<file path="config.mk">
export PLATFORM = sky130hd
export DESIGN_NAME = fifo_irq_top
export DESIGN_NICKNAME = d
export VERILOG_FILES = /design/src/rtl/fifo_irq_pkg.sv /design/src/rtl/fifo_irq_ctrl.sv /design/src/rtl/fifo_irq_dp.sv /design/src/rtl/fifo_irq_top.sv
export SDC_FILE = /design/constraint.sdc
export NUM_CORES = 1
export LEC_CHECK = 0
export ABC_AREA = 1
export BUFFER_PORTS_ARGS = -buffer_cell sky130_fd_sc_hd__buf_4
export CAP_MARGIN = 30
export CORE_MARGIN = 10
export CORE_UTILIZATION = 50
export CTS_CLUSTER_DIAMETER = 60
export CTS_CLUSTER_SIZE = 16
export DETAILED_ROUTE_END_ITERATION = 7
export GPL_TIMING_DRIVEN = 0
export HOLD_SLACK_MARGIN = 0.15
export PLACE_DENSITY = 0.93
export SLEW_MARGIN = 10
export SYNTH_ARGS = -nofsm -noshare
export SYNTH_HDL_FRONTEND = slang
export SYNTH_HIERARCHICAL = 1
export SYNTH_SLANG_ARGS = --single-unit
</file>
<file path="constraint.sdc">
create_clock -name clk -period 2 [get_ports clk]
set_input_delay 0.3 -clock clk [delete_from_list [all_inputs] [get_ports clk]]
set_output_delay 0.3 -clock clk [all_outputs]
set_load 0.02 [all_outputs]
</file>
<file path="src/rtl/fifo_irq_pkg.sv">
package fifo_irq_pkg;

  localparam int unsigned NUM_EVT = 7;
  localparam int unsigned NUM_EXT = 4;

  // status bit positions that software decodes
  localparam int unsigned BIT_TX_LOW  = 2;
  localparam int unsigned BIT_RX_NE   = 4;
  localparam int unsigned BIT_RX_THR  = 6;

  // register byte offsets
  localparam int unsigned OFF_STATUS   = 'h04;
  localparam int unsigned OFF_MASK_SET = 'h08;
  localparam int unsigned OFF_MASK_CLR = 'h0C;
  localparam int unsigned OFF_MASK_RD  = 'h10;
  localparam int unsigned OFF_TX_THR   = 'h28;
  localparam int unsigned OFF_RX_THR   = 'h2C;

  typedef enum logic [2:0] {
    RD_NONE,
    RD_STATUS,
    RD_MASK,
    RD_TX_THR,
    RD_RX_THR
  } rdSel_t;

  typedef struct packed {
    logic   wrStatus;
    logic   wrMaskSet;
    logic   wrMaskClr;
    logic   wrTxThr;
    logic   wrRxThr;
    rdSel_t rdSel;
  } regStrobe_t;

  // status bit driven by external event input k
  function automatic int unsigned extBit(input int unsigned k);
    case (k)
      0:       extBit = 0;
      1:       extBit = 1;
      2:       extBit = 3;
      default: extBit = 5;
    endcase
  endfunction

endpackage

</file>
<file path="src/rtl/fifo_irq_ctrl.sv">
module fifo_irq_ctrl
  import fifo_irq_pkg::*;
#(
  parameter int unsigned ADDR_W = 8
) (
  input  logic              regWrEn,
  input  logic [ADDR_W-1:0] regAddr,
  output regStrobe_t        strobe
);

  localparam logic [ADDR_W-1:0] A_STATUS   = ADDR_W'(OFF_STATUS);
  localparam logic [ADDR_W-1:0] A_MASK_SET = ADDR_W'(OFF_MASK_SET);
  localparam logic [ADDR_W-1:0] A_MASK_CLR = ADDR_W'(OFF_MASK_CLR);
  localparam logic [ADDR_W-1:0] A_MASK_RD  = ADDR_W'(OFF_MASK_RD);
  localparam logic [ADDR_W-1:0] A_TX_THR   = ADDR_W'(OFF_TX_THR);
  localparam logic [ADDR_W-1:0] A_RX_THR   = ADDR_W'(OFF_RX_THR);

  logic hitStatus, hitSet, hitClr, hitMaskRd, hitTx, hitRx;

  always_comb begin
    hitStatus = (regAddr == A_STATUS);
    hitSet    = (regAddr == A_MASK_SET);
    hitClr    = (regAddr == A_MASK_CLR);
    hitMaskRd = (regAddr == A_MASK_RD);
    hitTx     = (regAddr == A_TX_THR);
    hitRx     = (regAddr == A_RX_THR);
  end

  always_comb begin
    strobe.wrStatus  = regWrEn && hitStatus;
    strobe.wrMaskSet = regWrEn && hitSet;
    strobe.wrMaskClr = regWrEn && hitClr;
    strobe.wrTxThr   = regWrEn && hitTx;
    strobe.wrRxThr   = regWrEn && hitRx;
    if (hitStatus)      strobe.rdSel = RD_STATUS;
    else if (hitMaskRd) strobe.rdSel = RD_MASK;
    else if (hitTx)     strobe.rdSel = RD_TX_THR;
    else if (hitRx)     strobe.rdSel = RD_RX_THR;
    else                strobe.rdSel = RD_NONE;
  end

endmodule

</file>
<file path="src/rtl/fifo_irq_dp.sv">
module fifo_irq_dp
  import fifo_irq_pkg::*;
#(
  parameter int unsigned DATA_W     = 32,
  parameter int unsigned LEVEL_W    = 6,
  parameter int unsigned TX_THR_RST = 1,
  parameter int unsigned RX_THR_RST = 32
) (
  input  logic               clk,
  input  logic               rstN,
  input  regStrobe_t         strobe,
  input  logic [DATA_W-1:0]  wrData,
  input  logic [LEVEL_W-1:0] txLevel,
  input  logic [LEVEL_W-1:0] rxLevel,
  input  logic [NUM_EXT-1:0] extEvent,
  output logic [DATA_W-1:0]  rdData,
  output logic               irq,
  output logic [NUM_EVT-1:0] maskQ,
  output logic [NUM_EVT-1:0] statusView,
  output logic [LEVEL_W-1:0] txThrQ,
  output logic [LEVEL_W-1:0] rxThrQ
);

  logic [NUM_EVT-1:0] evtSet;
  logic [NUM_EVT-1:0] setBits;
  logic [NUM_EVT-1:0] clrBits;
  logic               txLow;
  logic               rxHit;
  logic               unusedWrHigh;

  assign unusedWrHigh = ^wrData[DATA_W-1:NUM_EVT];

  // level comparators
  always_comb begin
    txLow = (txLevel < txThrQ);
    rxHit = (rxThrQ != '0) && (rxLevel >= rxThrQ);
  end

  // event sources per status bit
  always_comb begin
    evtSet             = '0;
    evtSet[BIT_TX_LOW] = txLow;
    evtSet[BIT_RX_NE]  = (rxLevel != '0);
    evtSet[BIT_RX_THR] = rxHit;
    for (int k = 0; k < NUM_EXT; k++) begin
      evtSet[extBit(k)] = extEvent[k];
    end
  end

  // status: one live bit, the rest sticky with write-one-to-clear
  for (genvar b = 0; b < NUM_EVT; b++) begin : g_evt
    if (b == BIT_RX_NE) begin : g_live
      assign statusView[b] = evtSet[b];
    end else begin : g_sticky
      logic bitQ;
      logic clrHit;
      assign clrHit = strobe.wrStatus && wrData[b];
      always_ff @(posedge clk or negedge rstN) begin
        if (!rstN)          bitQ <= 1'b0;
        else if (evtSet[b]) bitQ <= 1'b1;
        else if (clrHit)    bitQ <= 1'b0;
      end
      assign statusView[b] = bitQ;
    end
  end

  // mask: set-only and clear-only write ports
  always_comb begin
    setBits = strobe.wrMaskSet ? wrData[NUM_EVT-1:0] : '0;
    clrBits = strobe.wrMaskClr ? wrData[NUM_EVT-1:0] : '0;
  end

  always_ff @(posedge clk or negedge rstN) begin
    if (!rstN) maskQ <= '0;
    else       maskQ <= (maskQ | setBits) & ~clrBits;
  end

  // thresholds
  always_ff @(posedge clk or negedge rstN) begin
    if (!rstN) begin
      txThrQ <= LEVEL_W'(TX_THR_RST);
      rxThrQ <= LEVEL_W'(RX_THR_RST);
    end else begin
      if (strobe.wrTxThr) txThrQ <= wrData[LEVEL_W-1:0];
      if (strobe.wrRxThr) rxThrQ <= wrData[LEVEL_W-1:0];
    end
  end

  assign irq = |(statusView & maskQ);

  // read mux
  always_comb begin
    rdData = '0;
    case (strobe.rdSel)
      RD_STATUS: rdData[NUM_EVT-1:0] = statusView;
      RD_MASK:   rdData[NUM_EVT-1:0] = maskQ;
      RD_TX_THR: rdData[LEVEL_W-1:0] = txThrQ;
      RD_RX_THR: rdData[LEVEL_W-1:0] = rxThrQ;
      default:   rdData = '0;
    endcase
  end

endmodule

</file>
<file path="src/rtl/fifo_irq_top.sv">
module fifo_irq_top
  import fifo_irq_pkg::*;
#(
  parameter int unsigned DATA_W     = 32,
  parameter int unsigned ADDR_W     = 8,
  parameter int unsigned FIFO_DEPTH = 63,
  parameter int unsigned TX_THR_RST = 1,
  parameter int unsigned RX_THR_RST = 32,
  localparam int unsigned LEVEL_W   = $clog2(FIFO_DEPTH + 1)
) (
  input  logic               clk,
  input  logic               rstN,
  input  logic               regWrEn,
  input  logic [ADDR_W-1:0]  regAddr,
  input  logic [DATA_W-1:0]  regWrData,
  output logic [DATA_W-1:0]  regRdData,
  input  logic [LEVEL_W-1:0] txLevel,
  input  logic [LEVEL_W-1:0] rxLevel,
  input  logic [NUM_EXT-1:0] extEvent,
  output logic               irq
);

  regStrobe_t         strobe;
  logic [NUM_EVT-1:0] maskQ;
  logic [NUM_EVT-1:0] statusView;
  logic [LEVEL_W-1:0] txThrQ;
  logic [LEVEL_W-1:0] rxThrQ;

  fifo_irq_ctrl #(
    .ADDR_W(ADDR_W)
  ) u_ctrl (
    .regWrEn(regWrEn),
    .regAddr(regAddr),
    .strobe (strobe)
  );

  fifo_irq_dp #(
    .DATA_W    (DATA_W),
    .LEVEL_W   (LEVEL_W),
    .TX_THR_RST(TX_THR_RST),
    .RX_THR_RST(RX_THR_RST)
  ) u_dp (
    .clk       (clk),
    .rstN      (rstN),
    .strobe    (strobe),
    .wrData    (regWrData),
    .txLevel   (txLevel),
    .rxLevel   (rxLevel),
    .extEvent  (extEvent),
    .rdData    (regRdData),
    .irq       (irq),
    .maskQ     (maskQ),
    .statusView(statusView),
    .txThrQ    (txThrQ),
    .rxThrQ    (rxThrQ)
  );

endmodule

</file>
### Yosys cells after proc, flatten, opt, wreduce, memory -nomap -nowiden

Cells that the tools add are included.

| storage, ports and cells | value |
|---|---|
| flip-flop bits (word level) | 25 |
| logic and storage cells | 66 |
| input port bits | 59 |

| cells by class | value |
|---|---|
| reduce and logical (&&, ||, !) cells | 21 |
| equal/unequal tests | 10 |
| bitwise gates (word level) | 4 |
| mux-type cells | 20 |
| magnitude comparators | 2 |

Operator list:

| operator | number |
|---|---|
| 6-bit case mux with 4 select lines | 1 |
| 8-bit by 4-bit == test with 1-bit output, second input constant | 2 |
| 8-bit by 6-bit == test with 1-bit output, second input constant | 2 |
| 7-bit AND | 2 |
| 7-bit two-way mux | 2 |
| 1-bit logical AND | 12 |
| 1-bit two-way mux | 12 |
| 3-bit two-way mux | 4 |
| 2-bit nonzero test | 6 |
| 6-bit nonzero test | 2 |
| 8-bit by 3-bit == test with 1-bit output, second input constant | 1 |
| 8-bit by 5-bit == test with 1-bit output, second input constant | 1 |
| 7-bit NOT | 1 |
| 7-bit OR | 1 |
| 7-bit OR reduction | 1 |
| 3-bit by 2-bit == test with 1-bit output, second input constant | 2 |
| 6-bit >= comparator | 1 |
| 6-bit < comparator | 1 |
| 3-bit by 1-bit == test with 1-bit output, second input constant | 1 |
| 3-bit == test, second input constant | 1 |
| 1-bit case mux with 2 select lines | 1 |

### Logic depth before layout (Yosys ltp)

Gate-level depths: netlist of run 1.

| depth | value |
|---|---|
| word-level depth | 7 |
| mapped depth | 11 |

### By module

Netlist of run 1, hierarchy kept.

By module, submodules not included:

| module | instances | area an instance (µm²) | cells each |
|---|---|---|---|
| fifo_irq_dp | 1 | 1788.0 | 233 |
| fifo_irq_ctrl | 1 | 195.2 | 40 |

### Worst setup path after synthesis of run 1

Ideal clock, no wire load.

| timing path | value |
|---|---|
| kind | in2out |
| from | input regAddr[0] |
| to | output regRdData[6] |
| stages on the path | 9 |
| path slack | 0.391 ns |
| arrival | 1.309 ns |
| cell sequence | inv_1 nand2_4 nor2_4 nand2_2 nand2_1 buf_6 nand2_2 nor2_2 a22o_1 |

RTL lines:

| what | RTL line | source |
|---|---|---|
| start, declared | fifo_irq_top.sv:14 | `input logic [ADDR_W-1:0] regAddr,` |
| end, declared | fifo_irq_top.sv:16 | `output logic [DATA_W-1:0] regRdData,` |

==> results.ini, run 1 <==
[run_status]
status=completed

[die]
num_io_pins=92
dieArea_sq_mm=0.00677
core_area_sq_mm=0.00372
start_util=0.522
rows=22
die_x_um=82.3
die_y_um=82.3

[global_routing]
grt_overflow=0
grt_max_degree=26
grt_pass1_wl_mm=7.83
grt_use_total=0.144
antenna_found_initial=0
grt_pass1_vias=1794

[clock_tree]
htreeDepth=1
cts_tree=built
clkTransAtPathRegs_ps=90
numCtsBuffers=3
cts-root-buf=clkbuf_8
clk_latency_ps=280
clock-sinks=25
clk_path_buf_depth=2

[min_path]
worstHoldStart=extEvent[0]
hold_path_class=in -> reg
whs_endpoint=u_dp/g_evt[0].g_sticky.bitQ
hold_path_depth=2

[routing]
drt_iter0_markers=121
post_drt_wl_per_cell_um=12.9
drtPass1Iterations=4
wirelength_mm=4.98
drc_errors=0
via_per_inst=4.85
ant_nets=0
via_count=1877

[worst_setup_path]
r2r_start=u_dp/rxThrQ[5]
path_class=in -> out
r2r_cells=8
r2r-end=u_dp/g_evt[6].g_sticky.bitQ
startpoint_type=input port
crit_arrival_ps=1650
crit_start=regAddr[6]
cp-end-kind=output port
cp.required_ps=1700
worstPathMaxFanout=7
reg2reg_slack_ps=490

[final_layout]
syn2layout_area_growth_pct=29.1
fin_cells=387
final_layout_size_suffix_gt1_frac=0.301
diodes=0
final_cell_mix=nand2_1 (67), buf_4 (64), inv_1 (37)
final_nets=410
final_common_cell=nand2_1

[sta]
finalSetupViolCount=0
hold_slack_ps=199
fin_crit_sh=0.976
slew_violations=0
hold_viol=0
period_minus_slack_ps=1950
fmax_mhz=512
worst_clock_skew_ps=5.07

[place]
dp.cells=380
portBuffers=41
dp_hpwl_mm=4.10
gp_congestion=0.870

[job]
maxCapViolCount=0

[yosys]
netlist_instances=267
yosys_warnings=6
synth_area_sq_mm=0.00194
syn_avg_cell_area_sq_um=7.26

[power]
powerDensity_mw_per_mm2=467
p_leak_nw=1.37
ir_drop_mv=0.234

layer usage:
metal,global-route usage,wire length (um),up-vias
met5,0,0,-
met4,0.0646,131,0
met3,0.0410,513,17
met2,0.254,2480,81
met1,0.156,1850,846
li1,-,-,933
metrics by stage:
| stage | util | area, sq um | power, mW | TNS [ps] | setup slack [ps] |
|---|---|---|---|---|---|
| finish | 0.673 | 2500 | 1.17 | 0 | 48.3 |
| global route | 0.673 | 2500 | 1.23 | -70.0 | -31.0 |
| CTS | 0.661 | 2450 | 1.16 | 0 | 48.5 |
| detailed placement | 0.645 | 2400 | 0.858 | 0 | 59.5 |
| global placement | 0.645 | 2400 | 0.844 | 0 | 107 |
| floorplan | - | 2030 | 0.750 | 0 | 391 |
critical path, stage by stage:
cell	delay (ps)
buf_4	110
inv_2	50
nand2_4	60
nor2_4	130
nand2_2	90
nand2_2	80
buf_6	100
inv_4	30
nor3_4	300
nand2_1	110
nand4_1	130
buf_4	160
area by class of cell:
type	count	area, sq um
Fill cell	329	1210
Clock buffer	3	41.3
Inverter	47	186
Buffer	29	218
Clock inverter	1	7.51
Sequential cell	25	628
Timing Repair Buffer	44	348
Multi-Input combinational cell	190	1010
Tap cell	48	60.1
power breakdown:
group / internal [mW] / total [mW] / switching, mW
logic: 0.132 / 0.295 / 0.164
registers: 0.537 / 0.562 / 0.0242
clock network: 0.142 / 0.311 / 0.169
total: 0.811 / 1.17 / 0.357
flip-flops by register name, summed over array words and instances, names as in the netlist:
| name | flops |
|---|---|
| u_dp/g_evt.g_sticky.bitQ | 6 |
| u_dp/maskQ | 7 |
| u_dp/rxThrQ | 6 |
| u_dp/txThrQ | 6 |
how the worst max path moves through the flow:
stage / cells past startpoint / to
4_1_cts: 12 / regRdData[1]
2_1_floorplan: 9 / regRdData[6]
5_1_grt: 12 / regRdData[5]
3_3_place_gp: 12 / regRdData[1]
3_5_place_dp: 12 / regRdData[1]
6_report: 12 / regRdData[5]
repair_timing:
item | in CTS | in global routing
endpoints found under the setup margin | 0 | 7
buffers inserted | 0 | 2
gates resized for setup | 0 | 13
endpoints found under the hold margin | 23 | 0
hold buffers | 1 | 0
(Power assumes the default switching activity.)
==> run 2: changes to the inputs <==
Settings changed: CORE_MARGIN 10 to unset.
==> results.ini, run 2 (same netlist as run 1, synthesis figures left out) <==
[run_status]
status=completed

[min_path]
hold_path_class=in -> reg

[place]
gp_congestion=0.883
portBuffers=41
dp.cells=380
dp_slack_ps=80.3
dp_hpwl_mm=3.45
place_area_sq_mm=0.00240

[clock_tree]
clk_latency_ps=270
clock-sinks=25
numCtsBuffers=3
clkTransAtPathRegs_ps=90
cts_tree=built
cts-root-buf=clkbuf_8
htreeDepth=1
clk_path_buf_depth=2

[worst_setup_path]
cp-end-kind=output port
path_class=in -> out
startpoint_type=input port
crit_arrival_ps=1600
worstPathMaxFanout=7
cp.required_ps=1700

[final_layout]
final_nets=410
regMostFlops=u_dp/maskQ
final_area_sq_mm=0.00250
largest_register_ffs=7
syn2layout_area_growth_pct=28.9
final_common_cell=nand2_1
final_cell_mix=nand2_1 (67), buf_4 (65), inv_1 (37)
fin_util=0.677
final_layout_size_suffix_gt1_frac=0.301
diodes=0
fin_cells=387

[global_routing]
grt_pass1_vias=1754
grt_pass1_wl_mm=7.36
grt_use_total=0.228
antenna_found_initial=0
grt_overflow=0
grt_max_degree=26

[sta]
fin_crit_sh=0.948
worst_slack_ps=104
worst_clock_skew_ps=1.66
hold_viol=0
slew_violations=0
fin_setup_tns_ps=0
finalSetupViolCount=0
period_minus_slack_ps=1900
fmax_mhz=527
rsz0062_at_grt=false

[routing]
drc_errors=0
post_drt_wl_per_cell_um=11.2
ant_nets=0
via_count=1833
via_per_inst=4.74
drt_iter0_markers=69
wirelength_mm=4.33
drtPass1Iterations=4

[power]
p_leak_nw=1.38
powerDensity_mw_per_mm2=467
ir_drop_mv=0.253

[die]
rows=22
core_area_sq_mm=0.00369
start_util=0.525
die_y_um=64.3
num_io_pins=92
die_x_um=64.3
dieArea_sq_mm=0.00413

[job]
maxCapViolCount=0

==> run 2: cell type report <==
class | instances | area (sq um)
Fill cell | 330 | 1190
Multi-Input combinational cell | 190 | 1010
Sequential cell | 25 | 628
Timing Repair Buffer | 44 | 344
Buffer | 29 | 218
Inverter | 47 | 189
Tap cell | 48 | 60.1
Clock buffer | 3 | 41.3
Clock inverter | 1 | 5.00
==> run 2: per-stage QoR <==
| step | power [mW] | hold WS (ps) |
|---|---|---|
| 3_5_place_dp | 0.856 | 216 |
| 3_3_place_gp | 0.845 | 216 |
| 4_1_cts | 1.16 | 197 |
| 5_1_grt | 1.23 | 197 |
| 2_1_floorplan | 0.750 | 4.41 |
| 6_report | 1.17 | 199 |
==> run 2: repair_timing <==
item,CTS,global route
setup buffers,0,2
hold endpoints to repair,23,0
setup endpoints to repair,0,7
hold buffers,1,0
resized for setup,0,13
==> run 2: routing by layer <==
| metal | track usage | vias to the layer above | wire, um |
|---|---|---|---|
| met5 | 0 | - | 0 |
| met4 | 0.100 | 0 | 49 |
| met3 | 0.0232 | 5 | 258 |
| met2 | 0.400 | 68 | 2230 |
| met1 | 0.280 | 832 | 1800 |
| li1 | - | 928 | - |
==> run 2: worst paths after layout <==
path | slack [ps] | depth (start not counted) | start | end
min in group asynchronous | 460 | 2 | rstN | u_dp/g_evt[3].g_sticky.bitQ
setup / recovery | 100 | 12 | regAddr[6] | regRdData[1]
setup reg to reg | 550 | 8 | u_dp/rxThrQ[5] | u_dp/g_evt[6].g_sticky.bitQ
hold reg to reg | 530 | 1 | u_dp/g_evt[3].g_sticky.bitQ | u_dp/g_evt[3].g_sticky.bitQ
hold / removal | 200 | 2 | extEvent[2] | u_dp/g_evt[3].g_sticky.bitQ
max in group asynchronous | 1250 | 2 | rstN | u_dp/txThrQ[0]
==> run 2: worst max-delay path: stages <==
cell and delay [ps]:
buf_4 120, inv_4 50, nand2_4 50, nor2_4 110, nand2_2 90, nand2_2 80, buf_6 100, inv_4 40
nor3_4 300, nand2_1 90, nand4_1 120, buf_4 150
==> run 2: power by group <==
group          switching, mW  internal (mW)  leakage [nW]
clock network          0.169          0.140        0.0255
registers             0.0239          0.537         0.259
logic                  0.163          0.133          1.10
